<file path="config.mk">
export PLATFORM = sky130hd
export DESIGN_NAME = xform_mem_ctrl
export DESIGN_NICKNAME = d
export VERILOG_FILES = /design/src/rtl/xmc_pkg.sv /design/src/rtl/xmc_cfg_regs.sv /design/src/rtl/xmc_rd_path.sv /design/src/rtl/xmc_wr_buf.sv /design/src/rtl/xform_mem_ctrl.sv
export SDC_FILE = /design/constraint.sdc
export NUM_CORES = 2
export LEC_CHECK = 0
export BUFFER_PORTS_ARGS = -buffer_cell sky130_fd_sc_hd__buf_2
export CAP_MARGIN = 20
export CELL_PAD_IN_SITES_DETAIL_PLACEMENT = 0
export CELL_PAD_IN_SITES_GLOBAL_PLACEMENT = 1
export CORE_ASPECT_RATIO = 0.5
export CORE_MARGIN = 5
export CORE_UTILIZATION = 55
export CTS_BUF_LIST = sky130_fd_sc_hd__clkbuf_8
export CTS_CLUSTER_DIAMETER = 30
export CTS_CLUSTER_SIZE = 40
export DETAILED_ROUTE_END_ITERATION = 10
export GPL_TIMING_DRIVEN = 0
export PLACE_DENSITY = 0.91
export SYNTH_ARGS = -nofsm -noshare
export SYNTH_HDL_FRONTEND = slang
export SYNTH_SLANG_ARGS = --single-unit
</file>
<file path="constraint.sdc">
create_clock -name clk -period 7.1 [get_ports clk]
set_input_delay 1.065 -clock clk [delete_from_list [all_inputs] [get_ports clk]]
set_output_delay 1.065 -clock clk [all_outputs]
set_load 0.03 [all_outputs]
</file>
<file path="src/rtl/xmc_pkg.sv">
// Shared types and register selects for the transform memory controller.
package xmc_pkg;
    typedef enum logic [1:0] {
        ST_IDLE  = 2'd0,
        ST_READ  = 2'd1,
        ST_WRITE = 2'd2
    } seq_state_t;

    localparam logic [1:0] SEL_DIMS   = 2'd0;
    localparam logic [1:0] SEL_FRAMES = 2'd1;
    localparam logic [1:0] SEL_RBASE  = 2'd2;
    localparam logic [1:0] SEL_WBASE  = 2'd3;
endpackage

</file>
<file path="src/rtl/xmc_cfg_regs.sv">
// Host configuration word file.
// Four words, selected by cfg_sel, each split into two half-words.
// Assumes DIM_W and ADDR_W each fit in half of CFG_W.
module xmc_cfg_regs import xmc_pkg::*; #(
    parameter int CFG_W  = 32,
    parameter int DIM_W  = 16,
    parameter int ADDR_W = 16
) (
    input  logic              clk,
    input  logic              rst_n,
    input  logic              cfg_we,
    input  logic [1:0]        cfg_sel,
    input  logic [CFG_W-1:0]  cfg_wdata,
    output logic [DIM_W-1:0]  width,
    output logic [DIM_W-1:0]  height,
    output logic [DIM_W-1:0]  frames,
    output logic [ADDR_W-1:0] tex_base,
    output logic [ADDR_W-1:0] shp_base,
    output logic [ADDR_W-1:0] out_base
);
    localparam int HALF = CFG_W / 2;

    // Capture host writes into the addressed word.
    always_ff @(posedge clk) begin
        if (!rst_n) begin
            width    <= '0;
            height   <= '0;
            frames   <= '0;
            tex_base <= '0;
            shp_base <= '0;
            out_base <= '0;
        end else if (cfg_we) begin
            case (cfg_sel)
                SEL_DIMS: begin
                    width  <= cfg_wdata[DIM_W-1:0];
                    height <= cfg_wdata[HALF+DIM_W-1:HALF];
                end
                SEL_FRAMES: frames <= cfg_wdata[DIM_W-1:0];
                SEL_RBASE: begin
                    tex_base <= cfg_wdata[ADDR_W-1:0];
                    shp_base <= cfg_wdata[HALF+ADDR_W-1:HALF];
                end
                default: out_base <= cfg_wdata[ADDR_W-1:0];
            endcase
        end
    end
endmodule

</file>
<file path="src/rtl/xmc_rd_path.sv">
// Read side of one block.
// Issues 2*BLK_WORDS SRAM reads: the texture words first, then the shape words.
// Each returned word goes through a two-entry holding queue to the engine.
// A read is issued only when the queue plus the word in flight leave a slot free.
// Assumes read data returns exactly one cycle after the read enable.
module xmc_rd_path #(
    parameter int ADDR_W    = 16,
    parameter int DATA_W    = 16,
    parameter int BLK_WORDS = 64
) (
    input  logic              clk,
    input  logic              rst_n,
    input  logic              run,
    input  logic              blk_clear,
    input  logic              gnt,
    input  logic [ADDR_W-1:0] tex_addr,
    input  logic [ADDR_W-1:0] shp_addr,
    input  logic [DATA_W-1:0] rdata,
    input  logic              core_ready,
    output logic              rd_en,
    output logic [ADDR_W-1:0] rd_addr,
    output logic              core_valid,
    output logic [DATA_W-1:0] core_data,
    output logic              core_alpha,
    output logic              core_last,
    output logic              rd_done
);
    localparam int IDX_W = $clog2(BLK_WORDS);
    localparam int CNT_W = IDX_W + 2;
    localparam int TOTAL = 2 * BLK_WORDS;

    logic [CNT_W-1:0]  issue_cnt;
    logic              inflight, infl_alpha, infl_last;
    logic [DATA_W-1:0] hold_data  [2];
    logic              hold_alpha [2];
    logic              hold_last  [2];
    logic              hold_wp, hold_rp;
    logic [1:0]        hold_occ;
    logic              pop, issue_left, alpha_sel;
    logic [2:0]        used;

    // Issue decision and address selection for the next read.
    always_comb begin
        core_valid = (hold_occ != 2'd0);
        pop        = core_valid && core_ready;
        used       = {1'b0, hold_occ} + {2'b0, inflight} - {2'b0, pop};
        issue_left = (issue_cnt < CNT_W'(TOTAL));
        alpha_sel  = (issue_cnt >= CNT_W'(BLK_WORDS));
        rd_en      = run && gnt && issue_left && (used < 3'd2);
        rd_addr    = (alpha_sel ? shp_addr : tex_addr) + ADDR_W'(issue_cnt[IDX_W-1:0]);
        rd_done    = !issue_left && (hold_occ == 2'd0) && !inflight;
        core_data  = hold_data[hold_rp];
        core_alpha = hold_alpha[hold_rp];
        core_last  = hold_last[hold_rp];
    end

    // Count reads issued in the current block.
    always_ff @(posedge clk) begin
        if (!rst_n || blk_clear) issue_cnt <= '0;
        else if (rd_en)          issue_cnt <= issue_cnt + 1'b1;
    end

    // Track the single read in flight and its tags.
    always_ff @(posedge clk) begin
        if (!rst_n) begin
            inflight   <= 1'b0;
            infl_alpha <= 1'b0;
            infl_last  <= 1'b0;
        end else begin
            inflight   <= rd_en;
            infl_alpha <= alpha_sel;
            infl_last  <= (issue_cnt == CNT_W'(TOTAL - 1));
        end
    end

    // Holding queue pointers and occupancy.
    always_ff @(posedge clk) begin
        if (!rst_n) begin
            hold_wp  <= 1'b0;
            hold_rp  <= 1'b0;
            hold_occ <= 2'd0;
        end else begin
            if (inflight) hold_wp <= ~hold_wp;
            if (pop)      hold_rp <= ~hold_rp;
            hold_occ <= hold_occ + {1'b0, inflight} - {1'b0, pop};
        end
    end

    // Holding queue storage, written as read data returns.
    always_ff @(posedge clk) begin
        if (inflight) begin
            hold_data[hold_wp]  <= rdata;
            hold_alpha[hold_wp] <= infl_alpha;
            hold_last[hold_wp]  <= infl_last;
        end
    end

    a_r5_hold_stable: assert property (@(posedge clk) disable iff (!rst_n)
        core_valid && !core_ready |=> core_valid && $stable(core_data) && $stable(core_alpha));
    a_r10_credit_bound: assert property (@(posedge clk) disable iff (!rst_n)
        ({1'b0, hold_occ} + {2'b0, inflight}) <= 3'd2);
endmodule

</file>
<file path="src/rtl/xmc_wr_buf.sv">
// Coefficient buffer and write-back for one block.
// Accepts engine results at any time while a job runs.
// Drains them to SRAM only in the write phase and only while granted.
// Reports when the word flagged last has been written.
// Assumes at most DEPTH words per block, exactly one of them flagged last.
module xmc_wr_buf #(
    parameter int ADDR_W = 16,
    parameter int DATA_W = 16,
    parameter int DEPTH  = 64
) (
    input  logic              clk,
    input  logic              rst_n,
    input  logic              accept,
    input  logic              drain,
    input  logic              gnt,
    input  logic              blk_clear,
    input  logic [ADDR_W-1:0] base,
    input  logic              core_valid,
    input  logic [DATA_W-1:0] core_data,
    input  logic              core_last,
    output logic              core_ready,
    output logic              wr_en,
    output logic [ADDR_W-1:0] wr_addr,
    output logic [DATA_W-1:0] wr_data,
    output logic              blk_done
);
    localparam int PTR_W = $clog2(DEPTH);

    logic [DATA_W-1:0] mem [DEPTH];
    logic [PTR_W-1:0]  wp, rp, wr_idx;
    logic [PTR_W:0]    count;
    logic              last_seen, push;

    // Handshake, drain and block-completion decisions.
    always_comb begin
        core_ready = accept && (count < (PTR_W+1)'(DEPTH));
        push       = core_valid && core_ready;
        wr_en      = drain && gnt && (count != '0);
        wr_addr    = base + ADDR_W'(wr_idx);
        wr_data    = mem[rp];
        blk_done   = drain && last_seen &&
                     ((count == '0) || ((count == (PTR_W+1)'(1)) && wr_en && !push));
    end

    // Buffer storage written on each accepted result.
    always_ff @(posedge clk) begin
        if (push) mem[wp] <= core_data;
    end

    // Pointers and fill level.
    always_ff @(posedge clk) begin
        if (!rst_n) begin
            wp    <= '0;
            rp    <= '0;
            count <= '0;
        end else begin
            if (push)  wp <= wp + 1'b1;
            if (wr_en) rp <= rp + 1'b1;
            count <= count + {{PTR_W{1'b0}}, push} - {{PTR_W{1'b0}}, wr_en};
        end
    end

    // Output word index and last-word tracking within a block.
    always_ff @(posedge clk) begin
        if (!rst_n || blk_clear) begin
            wr_idx    <= '0;
            last_seen <= 1'b0;
        end else begin
            if (wr_en)             wr_idx    <= wr_idx + 1'b1;
            if (push && core_last) last_seen <= 1'b1;
        end
    end

    a_r6_count_bound: assert property (@(posedge clk) disable iff (!rst_n)
        count <= (PTR_W+1)'(DEPTH));
    a_r6_write_needs_data: assert property (@(posedge clk) disable iff (!rst_n)
        wr_en |-> $past(count != '0) || $past(push));
endmodule

</file>
<file path="src/rtl/xform_mem_ctrl.sv">
// Transform memory controller top.
// Sequences a job over frames and blocks: read phase, then write phase, per block.
// Holds the SRAM request for the whole job and drops it right after the last write.
// Assumes the arbiter grant may drop at any cycle and the SRAM read latency is one cycle.
module xform_mem_ctrl import xmc_pkg::*; #(
    parameter int ADDR_W  = 16,
    parameter int DATA_W  = 16,
    parameter int DIM_W   = 16,
    parameter int BLK_DIM = 8,
    parameter int CFG_W   = 32
) (
    input  logic              clk,
    input  logic              rst_n,
    input  logic              cfg_we,
    input  logic [1:0]        cfg_sel,
    input  logic [CFG_W-1:0]  cfg_wdata,
    input  logic              start,
    output logic              arb_req,
    input  logic              arb_gnt,
    output logic              sram_en,
    output logic              sram_we,
    output logic [ADDR_W-1:0] sram_addr,
    output logic [DATA_W-1:0] sram_wdata,
    input  logic [DATA_W-1:0] sram_rdata,
    output logic              core_in_valid,
    input  logic              core_in_ready,
    output logic [DATA_W-1:0] core_in_data,
    output logic              core_in_alpha,
    output logic              core_in_last,
    input  logic              core_out_valid,
    output logic              core_out_ready,
    input  logic [DATA_W-1:0] core_out_data,
    input  logic              core_out_last,
    output logic              done
);
    localparam int BLK_WORDS = BLK_DIM * BLK_DIM;
    localparam int BLK_SHIFT = $clog2(BLK_DIM);
    localparam int BPF_W     = 2 * DIM_W;

    logic [DIM_W-1:0]  cfg_width, cfg_height, cfg_frames;
    logic [ADDR_W-1:0] cfg_tex, cfg_shp, cfg_out;
    seq_state_t        state;
    logic [BPF_W-1:0]  bpf_now, bpf_q, blk_in_frame;
    logic [DIM_W-1:0]  frames_q, frame_idx;
    logic [ADDR_W-1:0] tex_q, shp_q, out_q, blk_off;
    logic              done_q, no_work, launch, last_blk, advance, finish, blk_clear;
    logic              rd_en, rd_done, wr_en, wr_blk_done;
    logic [ADDR_W-1:0] rd_addr, wr_addr;
    logic [DATA_W-1:0] wr_data;

    xmc_cfg_regs #(.CFG_W(CFG_W), .DIM_W(DIM_W), .ADDR_W(ADDR_W)) u_cfg (
        .clk(clk), .rst_n(rst_n), .cfg_we(cfg_we), .cfg_sel(cfg_sel), .cfg_wdata(cfg_wdata),
        .width(cfg_width), .height(cfg_height), .frames(cfg_frames),
        .tex_base(cfg_tex), .shp_base(cfg_shp), .out_base(cfg_out)
    );

    // Job sizing and sequencing decisions.
    always_comb begin
        bpf_now   = BPF_W'(cfg_width >> BLK_SHIFT) * BPF_W'(cfg_height >> BLK_SHIFT);
        no_work   = (bpf_now == '0) || (cfg_frames == '0);
        launch    = (state == ST_IDLE) && start && !no_work;
        last_blk  = (frame_idx == frames_q - DIM_W'(1)) && (blk_in_frame == bpf_q - BPF_W'(1));
        advance   = (state == ST_WRITE) && wr_blk_done && !last_blk;
        finish    = (state == ST_WRITE) && wr_blk_done && last_blk;
        blk_clear = launch || advance;
        arb_req   = (state != ST_IDLE);
        done      = done_q;
    end

    // Phase sequencer with frame and block counters.
    always_ff @(posedge clk) begin
        if (!rst_n) begin
            state        <= ST_IDLE;
            done_q       <= 1'b0;
            bpf_q        <= '0;
            blk_in_frame <= '0;
            frames_q     <= '0;
            frame_idx    <= '0;
            tex_q        <= '0;
            shp_q        <= '0;
            out_q        <= '0;
            blk_off      <= '0;
        end else begin
            done_q <= ((state == ST_IDLE) && start && no_work) || finish;
            case (state)
                ST_IDLE: if (start) begin
                    bpf_q        <= bpf_now;
                    frames_q     <= cfg_frames;
                    tex_q        <= cfg_tex;
                    shp_q        <= cfg_shp;
                    out_q        <= cfg_out;
                    blk_off      <= '0;
                    blk_in_frame <= '0;
                    frame_idx    <= '0;
                    if (!no_work) state <= ST_READ;
                end
                ST_READ: if (rd_done) state <= ST_WRITE;
                ST_WRITE: begin
                    if (finish) begin
                        state <= ST_IDLE;
                    end else if (advance) begin
                        state   <= ST_READ;
                        blk_off <= blk_off + ADDR_W'(BLK_WORDS);
                        if (blk_in_frame == bpf_q - BPF_W'(1)) begin
                            blk_in_frame <= '0;
                            frame_idx    <= frame_idx + 1'b1;
                        end else begin
                            blk_in_frame <= blk_in_frame + 1'b1;
                        end
                    end
                end
                default: state <= ST_IDLE;
            endcase
        end
    end

    xmc_rd_path #(.ADDR_W(ADDR_W), .DATA_W(DATA_W), .BLK_WORDS(BLK_WORDS)) u_rd (
        .clk(clk), .rst_n(rst_n), .run(state == ST_READ), .blk_clear(blk_clear),
        .gnt(arb_gnt), .tex_addr(tex_q + blk_off), .shp_addr(shp_q + blk_off),
        .rdata(sram_rdata), .core_ready(core_in_ready), .rd_en(rd_en), .rd_addr(rd_addr),
        .core_valid(core_in_valid), .core_data(core_in_data), .core_alpha(core_in_alpha),
        .core_last(core_in_last), .rd_done(rd_done)
    );

    xmc_wr_buf #(.ADDR_W(ADDR_W), .DATA_W(DATA_W), .DEPTH(BLK_WORDS)) u_wr (
        .clk(clk), .rst_n(rst_n), .accept(state != ST_IDLE), .drain(state == ST_WRITE),
        .gnt(arb_gnt), .blk_clear(blk_clear), .base(out_q + blk_off),
        .core_valid(core_out_valid), .core_data(core_out_data), .core_last(core_out_last),
        .core_ready(core_out_ready), .wr_en(wr_en), .wr_addr(wr_addr), .wr_data(wr_data),
        .blk_done(wr_blk_done)
    );

    // SRAM port sharing; the two phases never overlap.
    always_comb begin
        sram_en    = rd_en || wr_en;
        sram_we    = wr_en;
        sram_addr  = wr_en ? wr_addr : rd_addr;
        sram_wdata = wr_data;
    end

    a_r10_grant_gate: assert property (@(posedge clk) disable iff (!rst_n)
        sram_en |-> arb_gnt && arb_req);
    a_r8_done_release: assert property (@(posedge clk) disable iff (!rst_n)
        done |-> !arb_req);
    a_r3_req_follows_start: assert property (@(posedge clk) disable iff (!rst_n)
        launch |=> arb_req);
    a_r9_zero_job: assert property (@(posedge clk) disable iff (!rst_n)
        (state == ST_IDLE) && start && no_work |=> done && !arb_req);
    a_r4_write_phase_only: assert property (@(posedge clk) disable iff (!rst_n)
        sram_we |-> state == ST_WRITE);
endmodule

</file>
---- Word level (Yosys, flattened, before mapping) ----
Memories as Yosys holds them, arrays and structs flattened. A register that Yosys moved wholly into a read port is not among the register bits.
Cells that the tools add are included.
word-level totals
  memory bits (writable) .................. 1060
  memories kept ........................... 4
  flip-flop bits (word level) ............. 300
  input bits .............................. 74
  output and inout port bits .............. 56
memories
  name             words  bits a word  rd ports  clocked after Yosys merged registers in  wr ports  RTL line           RTL
  u_wr.mem         64     16           1         1                                        1         xmc_wr_buf.sv:29   logic [DATA_W-1:0] mem [DEPTH];
  u_rd.hold_data   2      16           1         1                                        1         xmc_rd_path.sv:34  logic [DATA_W-1:0] hold_data [2];
  u_rd.hold_alpha  2      1            1         1                                        1         xmc_rd_path.sv:35  logic hold_alpha [2];
  u_rd.hold_last   2      1            1         1                                        1         xmc_rd_path.sv:36  logic hold_last [2];
cells by class
  mux-type cells .......................... 33
  reduce and logical (&&, ||, !) cells .... 53
  multipliers ............................. 1
  bitwise operators ....................... 3
  eq/ne operators ......................... 15
  magnitude comparators ................... 4
  add/sub/neg operators ................... 20
operator list
  kind                     count
  $mux W16                 8
  $mux W32                 4
  $pmux W16 S2             2
  $pmux W32 S2             1
  $add A16 B16 Y16         3
  $add A16 B6 Y16          2
  $add A32 B1 Y32 const B  1
  $eq A32 B32 Y1           1
  $logic_not A32 Y1        1
  $sub A32 B1 Y32 const B  1
  $mul A13 B13 Y26         1
  $logic_and A1 B1 Y1      22
  $add A6 B1 Y6 const B    3
  $add A16 B1 Y16 const B  1
  $add A16 B7 Y16 const B  1
  $eq A16 B16 Y1           1
  $logic_not A16 Y1        1
  $sub A16 B1 Y16 const B  1
  $mux W6                  2
  $ne A2 B2 Y1 const B     6
  $mux W1                  10
  $mux W2                  5
  $reduce_and A2 Y1        5
  $add A8 B1 Y8 const B    1
  26 further kinds         45

---- Depth between registers and ports, before layout ----
  depth in word-level cells ............... 12
  gate-level depth with buffers ........... 24

---- Hierarchy ----
Synthesis repeated with hierarchy kept, for this count alone.
second synthesis, totals
  cells, all modules ...................... 4303
  area, all modules ....................... 62063.3 sq um
by module, submodules not included
  module          cells an instance  area each (sq um)  times used
  xmc_wr_buf      1947               41208.3            1
  xform_mem_ctrl  1797               14587.7            1
  xmc_cfg_regs    349                3589.7             1
  xmc_rd_path     210                2677.6             1

---- Least setup slack after synthesis ----
No wires, ideal clock.
  path kind ............................... reg-to-reg
  from .................................... reg u_cfg.height[7]
  to ...................................... reg u_rd.issue_cnt[0]
  buffers on the path ..................... 2
  library setup time ...................... 0.128 ns
  arrival time ............................ 5.826 ns
  stages on the path, launching flop included .. 22
  setup slack ............................. 1.147 ns
  cell sequence ........................... dfxtp_1 clkbuf_1 nand2_1 fa_1 inv_1 fa_1 fa_1 fa_1 inv_1 fa_1 inv_1 ha_1 o21ai_0 nor2_1 a221o_1 a221oi_1 xnor2_1 nor2_1 and4_1 o211ai_1 clkbuf_1 nor2_1
between the ends
  longest elaborated chain between the ends .. 7
ends and longest elaborated chain
  item                      RTL line              RTL
  start: declaration        xmc_cfg_regs.sv:15    output logic [DIM_W-1:0] height,
  start signal: assignment  xmc_cfg_regs.sv:36    height <= cfg_wdata[HALF+DIM_W-1:HALF];
  $mul A13 B13 Y26          xform_mem_ctrl.sv:59  bpf_now = BPF_W'(cfg_width >> BLK_SHIFT) * BPF_W'(cfg_height >> BLK_SHIFT);
  $logic_not A32 Y1         xform_mem_ctrl.sv:60  no_work = (bpf_now == '0) || (cfg_frames == '0);
  $logic_or A1 B1 Y1        xform_mem_ctrl.sv:60
  $logic_not A1 Y1          -
  $logic_and A1 B1 Y1       xform_mem_ctrl.sv:61  launch = (state == ST_IDLE) && start && !no_work;
  $logic_or A1 B1 Y1        xform_mem_ctrl.sv:65  blk_clear = launch || advance;
  $logic_or A1 B1 Y1        xmc_rd_path.sv:59     if (!rst_n || blk_clear) issue_cnt <= '0;
  end signal: assignment    xmc_rd_path.sv:60     else if (rd_en) issue_cnt <= issue_cnt + 1'b1;
  end: declaration          xmc_rd_path.sv:32     logic [CNT_W-1:0] issue_cnt;
No other way between the ends.
A chain may end at the register's enable or synchronous reset.

---- Worst setup path after layout ----
  from .................................... reg u_cfg.height[9]
  to ...................................... reg u_rd.issue_cnt[3]
Same word-level chain as after synthesis.

==> metrics <==
net switching power 3.75 mW; fraction of registers with async set/reset 0%; Clock Tree Buf Depth 3; Setup CP Type flip-flop to flip-flop; Final nets 4,841; Synth top area share 52.2%; HPWL Detailed 111,000 microns; Initial DRT Pass Iterations 6; Final Total Pwr 15.1 mW; CTS Buf Count 141; DRC violations left 0; Die X 481 microns; mapped cell area 61,000 sq um; Most Used Layer, Global Route met2; Worst-path clk slew 0.08 ns; FP Rows 86; fin crit period 6.70 ns; Crit-path slowest cell fa_1; Worst Path Buf+Inv 5; worst hold margin 0.414 ns; Req. time, crit path 7.88 ns; # port buffers 128; final setup margin 0.403 ns; Place WS -0.270 ns; internal cell power 11.3 mW; Via Count 38,193; root buf cell clkbuf_8; sequential group share of total power 56.9%; Synth cell types 78; Core ar. 110,000 sq um; first-pass GRT wire length 240,000 microns; CTS tree done; Yosys reg bits 1,349; Die Y 245 microns; io pins 130; GRT overflow 0; Post-synth EDFFs 1,060; Worst Path Max Fanout 10; pin count of the biggest net entering global routing 65; switch share 24.9%; clk_skew 0.0780 ns; peak supply drop 189 uV; CP delay by family, top adder cells; synth top area cells edfxtp_1, mux4_2, dfxtp_1, fa_1, nand2_1; Critical Path, Cell by Cell clkbuf_1 > nand2_1 > fa_1 > inv_1 > fa_1 > fa_1 > fa_1 > inv_1 > fa_1 > inv_1 > ha_1 > o21ai_0 > nor2_1 > a221o_1 > a31oi_1 > o211ai_1 > nor4b_1 > and4_1 > o211ai_1 > clkbuf_2 > nor2_1; antenna-violating nets left 0; Area Growth Syn to Fin 11.0%; Gate power share 5.6%; crit path capture type flip-flop; Arrival @ worst endpoint 7.47 ns; met1 Track Usage GR 37.5%; HP Class input pin to flip-flop; share of cells above drive strength 1 19.2%; syn avg cell area 14.6 sq um; fin crit share 94.3%; RSZ-0062 raised after global routing true; final core occ 61.5%; Clock Latency Late Sink 0.87 ns; max_cap viols 0; Slew HR 20.1%; Largest stage delay, worst path 0.53 ns; WL final 161,000 microns; CP most frequent cell fa_1; fmax 149 MHz; met2 usage 42.9%; P_leak 22.8 nW; CTS Sinks 1,349; outcome complete, no violations; placed cell count 5,847; Worst Max-Slew Pin Slew 1.20 ns; M3 GR Usage 6.46%; routability cong. 0.884; Mapped Cells 4,182; power share of the clock group 37.5%; vias in the first global route 37,496; DRT iter0 DRCs 5,041; drt wl/cell 26.3 microns; sequential area share after synthesis 61.7%; Syn Nets 4,517; Initial Utilization 55.4%; antenna violations before repair 12; Vias per Instance 6.24; biggest area consumer among synthesized cells edfxtp_1; PwrDens 223 nW/um^2; Setup crit start kind flip-flop; final instance count without filler cells 6,123; final hold violation count 0; most common cell in the netlist edfxtp_1; H-Tree Level Count 4; Top FF cell, synth edfxtp_1; Total GRT Usage 27.4%; max-slew violations 0; top cells by instance count after synthesis edfxtp_1, nand2_1, mux4_2, dfxtp_1, a21oi_1; Hold-fix buffers, CTS 0; Setup violations, final 0; yosys synthesis warning count 0; full die area 118,000 sq um
-- power groups by stage --
stage	clock network, mW	logic (mW)	registers, mW
floorplan	0	0.474	8.76
global placement	0	0.778	8.78
detailed placement	0	0.827	8.78
CTS	5.70	0.831	8.60
global route	6.09	0.907	8.60
finish	5.66	0.840	8.60
-- metrics by stage --
step,TNS (ns),area (sq um)
global placement,-1.08,63500
floorplan,0,61000
CTS,0,67400
global route,-0.00150,67700
detailed placement,-2.48,64200
finish,0,67700
-- placed cells by master (no fill, tap or decap), drive strengths merged, types with 109 or more instances in the layout --
cell,n
a21oi,245
buf,231
clkbuf,326
dfxtp,289
edfxtp,1060
fa,125
ha,136
inv,262
mux4,336
nand2,538
nor2,228
xnor2,109
-- logic make-up (layout without fill, tap and decap cells) --
group	Yosys count	after routing	share of synthesized area, %
flops	1349	1349	61.7
simple gates	1167	1167	8.98
buf+inv	433	875	2.70
compound gates	428	428	4.18
mux	384	384	13.3
fa+ha+maj	261	261	6.89
xor+xnor	159	159	2.28
other cells	1	4	0.00615
-- worst reg2reg max path, stage by stage, from the launching register on --
cell and delay, ns:
dfxtp_1 0.50, clkbuf_1 0.45, nand2_1 0.14, fa_1 0.49, inv_1 0.05, fa_1 0.48, fa_1 0.53, fa_1 0.50
inv_1 0.05, fa_1 0.47, inv_1 0.04, ha_1 0.35, o21ai_0 0.36, nor2_1 0.15, a221o_1 0.35, a31oi_1 0.23
o211ai_1 0.19, nor4b_1 0.28, and4_1 0.42, o211ai_1 0.17, clkbuf_2 0.24, nor2_1 0.16
-- what timing repair did --
item	4_1_cts	5_1_grt
setup endpoints to repair	10	17
buffers inserted	1	0
resized for setup	0	22
pin swaps	1	0
-- layer usage --
layer  share of wire [%]  up-vias
met5               0.019        -
met4                 4.2        6
met3                  11      370
met2                  47     2396
met1                  38    19188
li1                    -    16233
-- cell type report --
| type | instances | area [sq um] |
|---|---|---|
| inverter | 209 | 785 |
| multi-input combinational | 2400 | 21800 |
| sequential | 1349 | 37600 |
| clock buffer | 152 | 2090 |
| buffer | 224 | 876 |
| timing repair buffer | 181 | 1430 |
| fill | 7807 | 42400 |
| antenna | 3 | 7.51 |
| tap | 1496 | 1870 |
| clock inverter | 109 | 1160 |
-- path summary, 6_finish.rpt --
path / end / slack, ns / from / depth (start not counted)
worst max register to register: u_rd.issue_cnt[3] / 0.40 / u_cfg.height[9] / 21
worst min register to register: u_rd.hold_last[1] / 0.45 / u_rd.infl_last / 0
worst min-delay path: u_rd.hold_data[0][4] / 0.41 / sram_rdata[4] / 1
worst max-delay path: u_rd.issue_cnt[3] / 0.40 / u_cfg.height[9] / 21
-- flip-flops by register name, indices dropped and copies added (netlist names), 16 cells and up, named ones only --
register	count
shp_q	16
out_q	16
u_wr.mem	1024
frames_q	16
u_cfg.out_base	16
u_cfg.shp_base	16
u_cfg.frames	16
tex_q	16
u_cfg.tex_base	16
u_rd.hold_data	32
frame_idx	16
bpf_q	26
blk_in_frame	32
Note: power is estimated with default switching activity, not from simulation.
